**src/rtl/tod_pkg.sv**
```systemverilog
package tod_pkg;

    typedef enum logic [1:0] {
        ST_RUN      = 2'd0,
        ST_EDIT_HR  = 2'd1,
        ST_EDIT_MIN = 2'd2,
        ST_EDIT_SEC = 2'd3
    } tod_state_e;

    localparam int NUM_FIELDS = 3;
    localparam int FLD_SEC    = 0;
    localparam int FLD_MIN    = 1;
    localparam int FLD_HR     = 2;

    function automatic logic [7:0] to_bcd(input int v);
        return {4'(v / 10), 4'(v % 10)};
    endfunction

endpackage

```
**src/rtl/tod_bcd_field.sv**
```systemverilog
module tod_bcd_field #(
    parameter int LIMIT = 59
) (
    input  logic       clk,
    input  logic       rst,
    input  logic       inc,
    input  logic       clr,
    output logic [7:0] value
);
    localparam logic [7:0] LIM_BCD = tod_pkg::to_bcd(LIMIT);

    logic [7:0] nxt;

    always_comb begin
        if (value == LIM_BCD)
            nxt = 8'h00;
        else if (value[3:0] == 4'd9)
            nxt = {value[7:4] + 4'd1, 4'd0};
        else
            nxt = {value[7:4], value[3:0] + 4'd1};
    end

    always_ff @(posedge clk) begin
        if (rst || clr)
            value <= 8'h00;
        else if (inc)
            value <= nxt;
    end

endmodule

```
**src/rtl/tod_ctrl.sv**
```systemverilog
module tod_ctrl
    import tod_pkg::*;
#(
    parameter int MODE_W        = 4,
    parameter int TIMEKEEP_MODE = 0
) (
    input  logic                  clk,
    input  logic                  rst,
    input  logic                  tick,
    input  logic                  key_set,
    input  logic                  key_change,
    input  logic                  key_confirm,
    input  logic [MODE_W-1:0]     mode,
    output tod_state_e            state_o,
    output logic                  run_tick,
    output logic [NUM_FIELDS-1:0] edit_inc,
    output logic                  sec_clr
);
    tod_state_e state, state_nxt;
    logic keys_on, do_confirm, do_set, do_change;

    assign keys_on    = (mode == MODE_W'(TIMEKEEP_MODE));
    assign do_confirm = keys_on && key_confirm;
    assign do_set     = keys_on && key_set && !key_confirm;
    assign do_change  = keys_on && key_change && !key_set && !key_confirm;

    // State register
    always_ff @(posedge clk) begin
        if (rst)
            state <= ST_RUN;
        else
            state <= state_nxt;
    end

    // Transitions
    always_comb begin
        state_nxt = state;
        unique case (state)
            ST_RUN:      if (do_set)          state_nxt = ST_EDIT_HR;
            ST_EDIT_HR:  if (do_confirm)      state_nxt = ST_RUN;
                         else if (do_set)     state_nxt = ST_EDIT_MIN;
            ST_EDIT_MIN: if (do_confirm)      state_nxt = ST_RUN;
                         else if (do_set)     state_nxt = ST_EDIT_SEC;
            ST_EDIT_SEC: if (do_confirm)      state_nxt = ST_RUN;
                         else if (do_set)     state_nxt = ST_EDIT_HR;
            default:                          state_nxt = ST_RUN;
        endcase
    end

    // Outputs
    always_comb begin
        run_tick = 1'b0;
        edit_inc = '0;
        sec_clr  = 1'b0;
        unique case (state)
            ST_RUN:      run_tick         = tick;
            ST_EDIT_HR:  edit_inc[FLD_HR]  = do_change;
            ST_EDIT_MIN: edit_inc[FLD_MIN] = do_change;
            ST_EDIT_SEC: begin
                edit_inc[FLD_SEC] = do_change;
                sec_clr           = do_confirm;
            end
            default: ;
        endcase
    end

    assign state_o = state;

endmodule

```
**src/rtl/tod_counter.sv**
```systemverilog
module tod_counter
    import tod_pkg::*;
#(
    parameter int MODE_W        = 4,
    parameter int TIMEKEEP_MODE = 0,
    parameter int HOURS_PER_DAY = 24,
    parameter int UNITS_PER_MIN = 60
) (
    input  logic              clk,
    input  logic              rst,
    input  logic              tick_1hz,
    input  logic              key_set,
    input  logic              key_change,
    input  logic              key_confirm,
    input  logic [MODE_W-1:0] mode,
    output logic [7:0]        hour_bcd,
    output logic [7:0]        min_bcd,
    output logic [7:0]        sec_bcd
);
    localparam logic [7:0] SUB_LIM_BCD = to_bcd(UNITS_PER_MIN - 1);

    tod_state_e                      cur_state;
    logic                            run_tick;
    logic                            sec_clr;
    logic [NUM_FIELDS-1:0]           edit_inc;
    logic [NUM_FIELDS-1:0]           carry;
    logic [NUM_FIELDS-1:0]           fld_inc;
    logic [NUM_FIELDS-1:0][7:0]      fval;

    tod_ctrl #(
        .MODE_W        (MODE_W),
        .TIMEKEEP_MODE (TIMEKEEP_MODE)
    ) u_ctrl (
        .clk         (clk),
        .rst         (rst),
        .tick        (tick_1hz),
        .key_set     (key_set),
        .key_change  (key_change),
        .key_confirm (key_confirm),
        .mode        (mode),
        .state_o     (cur_state),
        .run_tick    (run_tick),
        .edit_inc    (edit_inc),
        .sec_clr     (sec_clr)
    );

    for (genvar i = 0; i < NUM_FIELDS; i++) begin : g_field
        localparam int LIM = (i == FLD_HR) ? HOURS_PER_DAY - 1 : UNITS_PER_MIN - 1;

        if (i == 0) begin : g_first
            assign carry[i] = run_tick;
        end else begin : g_chain
            assign carry[i] = carry[i-1] && (fval[i-1] == SUB_LIM_BCD);
        end

        assign fld_inc[i] = carry[i] || edit_inc[i];

        tod_bcd_field #(
            .LIMIT (LIM)
        ) u_fld (
            .clk   (clk),
            .rst   (rst),
            .inc   (fld_inc[i]),
            .clr   ((i == FLD_SEC) ? sec_clr : 1'b0),
            .value (fval[i])
        );
    end

    assign sec_bcd  = fval[FLD_SEC];
    assign min_bcd  = fval[FLD_MIN];
    assign hour_bcd = fval[FLD_HR];

endmodule

```
**config.mk**
```make
export PLATFORM = sky130hd
export DESIGN_NAME = tod_counter
export DESIGN_NICKNAME = d
export VERILOG_FILES = /design/src/rtl/tod_pkg.sv /design/src/rtl/tod_bcd_field.sv /design/src/rtl/tod_ctrl.sv /design/src/rtl/tod_counter.sv
export SDC_FILE = /design/constraint.sdc
export NUM_CORES = 1
export LEC_CHECK = 0
export BUFFER_PORTS_ARGS = -buffer_cell sky130_fd_sc_hd__buf_2
export CORE_MARGIN = 2
export CORE_UTILIZATION = 57
export DETAILED_ROUTE_END_ITERATION = 16
export PLACE_DENSITY = 0.89
export SYNTH_ARGS = -nofsm -noshare
export SYNTH_HDL_FRONTEND = slang
export SYNTH_HIERARCHICAL = 1
export SYNTH_SLANG_ARGS = --single-unit
```
**constraint.sdc**
```tcl
create_clock -name clk -period 3.5 [get_ports clk]
set_input_delay 0.35 -clock clk [delete_from_list [all_inputs] [get_ports clk]]
set_output_delay 0.35 -clock clk [all_outputs]
set_load 0.05 [all_outputs]
```
Yosys cells after proc, flatten, opt, wreduce, memory -nomap -nowiden
Cells that the tools add are included.
{"block": "classes", "addsub": 6, "multipliers": 0, "n_div": 0, "magnitude_cmp": 0, "eq_ne": 11, "shift": 0, "mux": 18, "n_bitwise": 0, "n_reduce_logical": 23}
{"cell": "8-bit 2-to-1 mux", "n": 6}
{"cell": "4-bit by 1-bit adder with 4-bit output, second input constant", "n": 6}
{"cell": "8-bit by 7-bit == test with 1-bit output, second input constant", "n": 2}
{"cell": "4-bit == test, second input constant", "n": 3}
{"cell": "2-bit 2-to-1 mux", "n": 6}
{"cell": "8-bit by 6-bit == test with 1-bit output, second input constant", "n": 1}
{"cell": "1-bit logical AND", "n": 8}
{"cell": "2-bit one-hot mux with 4 select lines", "n": 1}
{"cell": "2-bit AND reduction", "n": 4}
{"cell": "3-bit by 1-bit != test with 1-bit output, second input constant", "n": 2}
{"cell": "2-bit nonzero test", "n": 3}
{"cell": "1-bit 2-to-1 mux", "n": 5}
{"cell": "2-bit == test, second input constant", "n": 2}
{"cell": "4-bit logical NOT", "n": 1}
{"cell": "1-bit logical OR", "n": 4}
{"cell": "2-bit by 1-bit == test with 1-bit output, second input constant", "n": 1}
{"cell": "1-bit logical NOT", "n": 2}
{"cell": "2-bit logical NOT", "n": 1}
{"block": "totals", "ff_bits": 26, "latch_bits": 0, "ram_bits": 0, "mem_bits_ro": 0, "inputBits": 10, "out_inout_bits": 24, "n_memories": 0}

Depth between registers and ports, before layout
{"block": "depth", "ltp_word": 7, "ltp_mapped": 8, "depth_no_buf": 7}

By module
Netlist, hierarchy kept.
{"module": "tod_bcd_field (g_field[0].u_fld ...)", "instances": 2, "cells_each": 42, "area_each_um2": 421.7, "seq_area_each_um2": 160.2}
{"module": "tod_bcd_field (g_field[2].u_fld)", "instances": 1, "cells_each": 49, "area_each_um2": 432.9, "seq_area_each_um2": 160.2}
{"module": "tod_ctrl", "instances": 1, "cells_each": 23, "area_each_um2": 168.9, "seq_area_each_um2": 40.0}
{"module": "tod_counter", "instances": 1, "cells_each": 10, "area_each_um2": 80.1, "seq_area_each_um2": 0.0}

Worst setup path after synthesis
No wires, ideal clock.
{"block": "synth_path", "path_type": "reg2reg", "from": "reg g_field[0].u_fld.value[4]", "to": "reg g_field[2].u_fld.value[7]", "setup_ns": 0.070, "arrival_time_ns": 2.177, "t_required_ns": 3.430, "slack_ns": 1.253, "stages_incl_launch_ff": 7, "period_less_slack_ns": 2.247, "cell_sequence": "dfxtp_1 -> nand4bb_1 -> nor4_2 -> a31o_1 -> nand4b_4 -> or4_1 -> a21oi_1"}
{"block": "synth_between", "elab_chain_cells": 5}
{"element": "from (decl)", "line_no": "tod_bcd_field.sv:8", "text": "output logic [7:0] value"}
{"element": "from (signal assigned)", "line_no": "tod_bcd_field.sv:27", "text": "value <= nxt;"}
{"element": "8-bit by 7-bit == test with 1-bit output", "line_no": "tod_counter.sv:53", "text": "assign carry[i] = carry[i-1] && (fval[i-1] == SUB_LIM_BCD);"}
{"element": "1-bit logical AND (2 in series)", "line_no": "tod_counter.sv:53"}
{"element": "1-bit logical OR", "line_no": "tod_counter.sv:56", "text": "assign fld_inc[i] = carry[i] || edit_inc[i];"}
{"element": "net fld_inc[2]", "line_no": "tod_counter.sv:27", "text": "logic [NUM_FIELDS-1:0] fld_inc;"}
{"element": "2-bit AND reduction (no source line)"}
{"element": "to (signal assigned)", "line_no": "tod_bcd_field.sv:27"}
{"element": "to (decl)", "line_no": "tod_bcd_field.sv:8"}
The timed path passes the listed nets, and every way through them passes these cells.
A chain may end at the register's enable or synchronous reset.

Final worst setup path
{"block": "layout_path", "from": "reg u_ctrl.state[0] (netlist: u_ctrl/state_o[0])", "to": "reg g_field[2].u_fld.value[7]"}
{"block": "layout_between", "elab_chain_cells": 6, "word_cells_on_any_way": 8}
{"element": "from (decl)", "line_no": "tod_ctrl.sv:19", "text": "tod_state_e state, state_nxt;"}
{"element": "from (signal assigned)", "line_no": "tod_ctrl.sv:32", "text": "state <= state_nxt;"}
{"element": "2-bit logical NOT", "line_no": "tod_ctrl.sv:55", "text": "unique case (state)"}
{"element": "1-bit 2-to-1 mux", "line_no": "tod_ctrl.sv:55"}
{"element": "net run_tick", "line_no": "tod_counter.sv:23", "text": "logic run_tick;"}
{"element": "1-bit logical AND (2 in series)", "line_no": "tod_counter.sv:53"}
{"element": "1-bit logical OR", "line_no": "tod_counter.sv:56"}
{"element": "net fld_inc[2]", "line_no": "tod_counter.sv:27"}
{"element": "2-bit AND reduction (no source line)"}
The timed path passes the listed nets, and every way through them passes these cells.

==> out/results.ini <==
[outcome]
status = complete, no violations

[die]
ioPinCount = 34
chipHeight_um = 55.7
start_util_pct = 61.0
die_area_um2 = 3110
core_um2 = 2500
fp.dieW_um = 55.7
rows = 18

[final_layout]
final_layout_size_suffix_gt1_share_pct = 25.6
most-common-layout-cells = 33 x buf_2, 26 x dfxtp_1, 15 x nor2_1
antenna_cells = 0
finalCoreUtilization_pct = 70.6
finish.instance_area_um2 = 1760
final_nets = 224
fill_cells = 212
syn2layout_area_growth_pct = 15.7
final_common_cell = buf_2

[critical_path]
worstPathBufferInverterCount = 0
path_delay_family = simple AND/OR/NAND/NOR gates
crit_slowest_cell = or4_1
worstPathArrival_ns = 2.55
crit_type = register to register
critPathMaxStageDelay_ns = 0.52
path_cells = nor3b_1 > nand3b_1 > nor4_2 > a31o_1 > nand4b_4 > or4_1 > a21oi_1
critPathMaxFanout = 7
worstSetupEndpointType = register
cp-start-kind = register
worstPathRequired_ns = 3.77

[timing]
period_share_pct = 65.3
maxSlewViolCount = 0
clock_skew_ns = 0.00361
period_needed_ns = 2.29
rsz0062_at_grt = no
finalSetupTns_ns = 0
setup_violations = 0
finalHoldViolCount = 0
max_freq_mhz = 438

[drt]
drc = 0
wl_um = 3480
ant_nets = 0
top_layer = met4
vias = 1406
wl_met1_um = 1450
wl_met2_um = 1750
drt_iter0_drc = 69
wl_per_cell_um = 14.9
vias_per_cell = 6.03
dr.pass1.iters = 4
met3WireLength_um = 205

[logic_synthesis]
ys_types = 44
yosysSeqAreaShare_pct = 34.1
ys.flop_type = dfxtp_1
syn_inst = 166
synth_area_um2 = 1530
ys_seq_elements = 26
async_reset_ff_share_pct = 0
synth_edf_count = 0
synth_warnings = 6
avgSynthCellArea_um2 = 9.19

[power]
pwr-share-comb_pct = 8.4
seqPwrFrac_pct = 54.3
peakVddDrop_mv = 0.236
leakage_nw = 0.794
powerDensity_nw_per_um2 = 318
power_uw = 560
p_switching_uw = 131
p_sw_share_pct = 23.3
p_int_uw = 430
clkPwrFrac_pct = 37.4

[place]
gp_congestion = 0.746
hpwl_um = 2590
port_buffers = 33
place_area_um2 = 1710

[clock_network]
clock_latency_ns = 0.32
cts_setup_buffers = 0
cts_max_path_buffers = 2
clk_pin_slew_ns = 0.15
ctsHoldBuffers = 0
htreeDepth = 1
cts_tree = done
root_buffer = clkbuf_4
cts_sinks = 26
cts-buffers-inserted = 3
cts_resized = 0

[global_route]
grt_max_degree = 16
grt_antenna_before_repair = 0
grt_pass1_vias = 1335
grt_pass1_wl_um = 5880
grt_usage_pct = 23.3
grt_overflow = 0

[hold_path]
min_path_type = primary input to register

[flow_run]
max-cap-violations = 0

per-layer routing:
layer / track usage [%] / up-vias
met3: 2.33 / 10
li1: - / 684
met5: 0 / -
met2: 42.0 / 56
met1: 27.7 / 656
met4: 10.1 / 0
power by group through the flow:
stage | Clock [mW] | Combinational [mW] | Sequential (mW)
2_1_floorplan | 0 | 0.0212 | 0.320
3_3_place_gp | 0 | 0.0439 | 0.310
3_5_place_dp | 0 | 0.0461 | 0.311
4_1_cts | 0.209 | 0.0466 | 0.304
5_1_grt | 0.224 | 0.0506 | 0.305
6_report | 0.209 | 0.0470 | 0.304
logic make-up (layout without fill, tap and decap cells):
family | after synthesis | in the layout | synth area share, %
flops | 26 | 26 | 34.1
other cells | 1 | 5 | 0.246
compound gates | 36 | 36 | 15.6
buf+inv | 11 | 44 | 3.77
fa+ha+maj | 10 | 10 | 8.20
xor+xnor | 7 | 7 | 4.02
simple gates | 75 | 75 | 34.0
worst paths after layout:
| check | start | to | slack, ns | cells after the start |
|---|---|---|---|---|
| worst max register to register | u_ctrl/state_o[0] | g_field[2].u_fld/value[7] | 1.21 | 7 |
| worst max-delay path | u_ctrl/state_o[0] | g_field[2].u_fld/value[7] | 1.21 | 7 |
| worst min register to register | g_field[2].u_fld/value[7] | g_field[2].u_fld/value[7] | 0.52 | 2 |
| worst min-delay path | rst | u_ctrl/state_o[1] | 0.31 | 2 |
through the flow:
step / hold slack (ns) / cells / worst slack (ns)
finish: 0.307 / 233 / 1.21
global route: 0.308 / 233 / 1.07
CTS: 0.314 / 233 / 1.27
detailed placement: 0.497 / 229 / 1.21
global placement: 0.476 / 229 / 1.32
floorplan: 0.419 / 170 / 1.25
final cells by class:
class	instances	area [µm²]	area share [%]
sequential	26	520	29.5
timing repair buffer	33	165	9.36
multi-input combinational	133	962	54.5
tap	30	37.5	2.13
clock inverter	1	30.0	1.70
clock buffer	3	22.5	1.28
inverter	7	26.3	1.49
state kept, by name, summed over array words and instances (netlist names):
name                 cells
g_field.u_fld/value     24
u_ctrl/state_o           2
synth_stat cells (3+ instances only):
master | instances | area [µm²]
dfxtp_1 | 26 | 521
nor2_1 | 15 | 56.3
nand2_1 | 12 | 45.0
ha_1 | 10 | 125
nand3_1 | 10 | 50.1
a21oi_1 | 8 | 40.0
o21ai_0 | 8 | 40.0
inv_1 | 7 | 26.3
or4_1 | 6 | 45.0
nor2b_1 | 4 | 25.0
o41ai_1 | 4 | 35.0
xor2_1 | 4 | 35.0
a211oi_1 | 3 | 22.5
and4b_1 | 3 | 30.0
nand4b_4 | 3 | 71.3
o31ai_1 | 3 | 22.5
xnor2_1 | 3 | 26.3
worst reg2reg max path, cell delays in order, from the launching register on:
cell and delay, ns:
dfxtp_1 0.40, nor3b_1 0.28, nand3b_1 0.13, nor4_2 0.22, a31o_1 0.34, nand4b_4 0.17, or4_1 0.52, a21oi_1 0.16
Power figures use the tool's default switching activity.
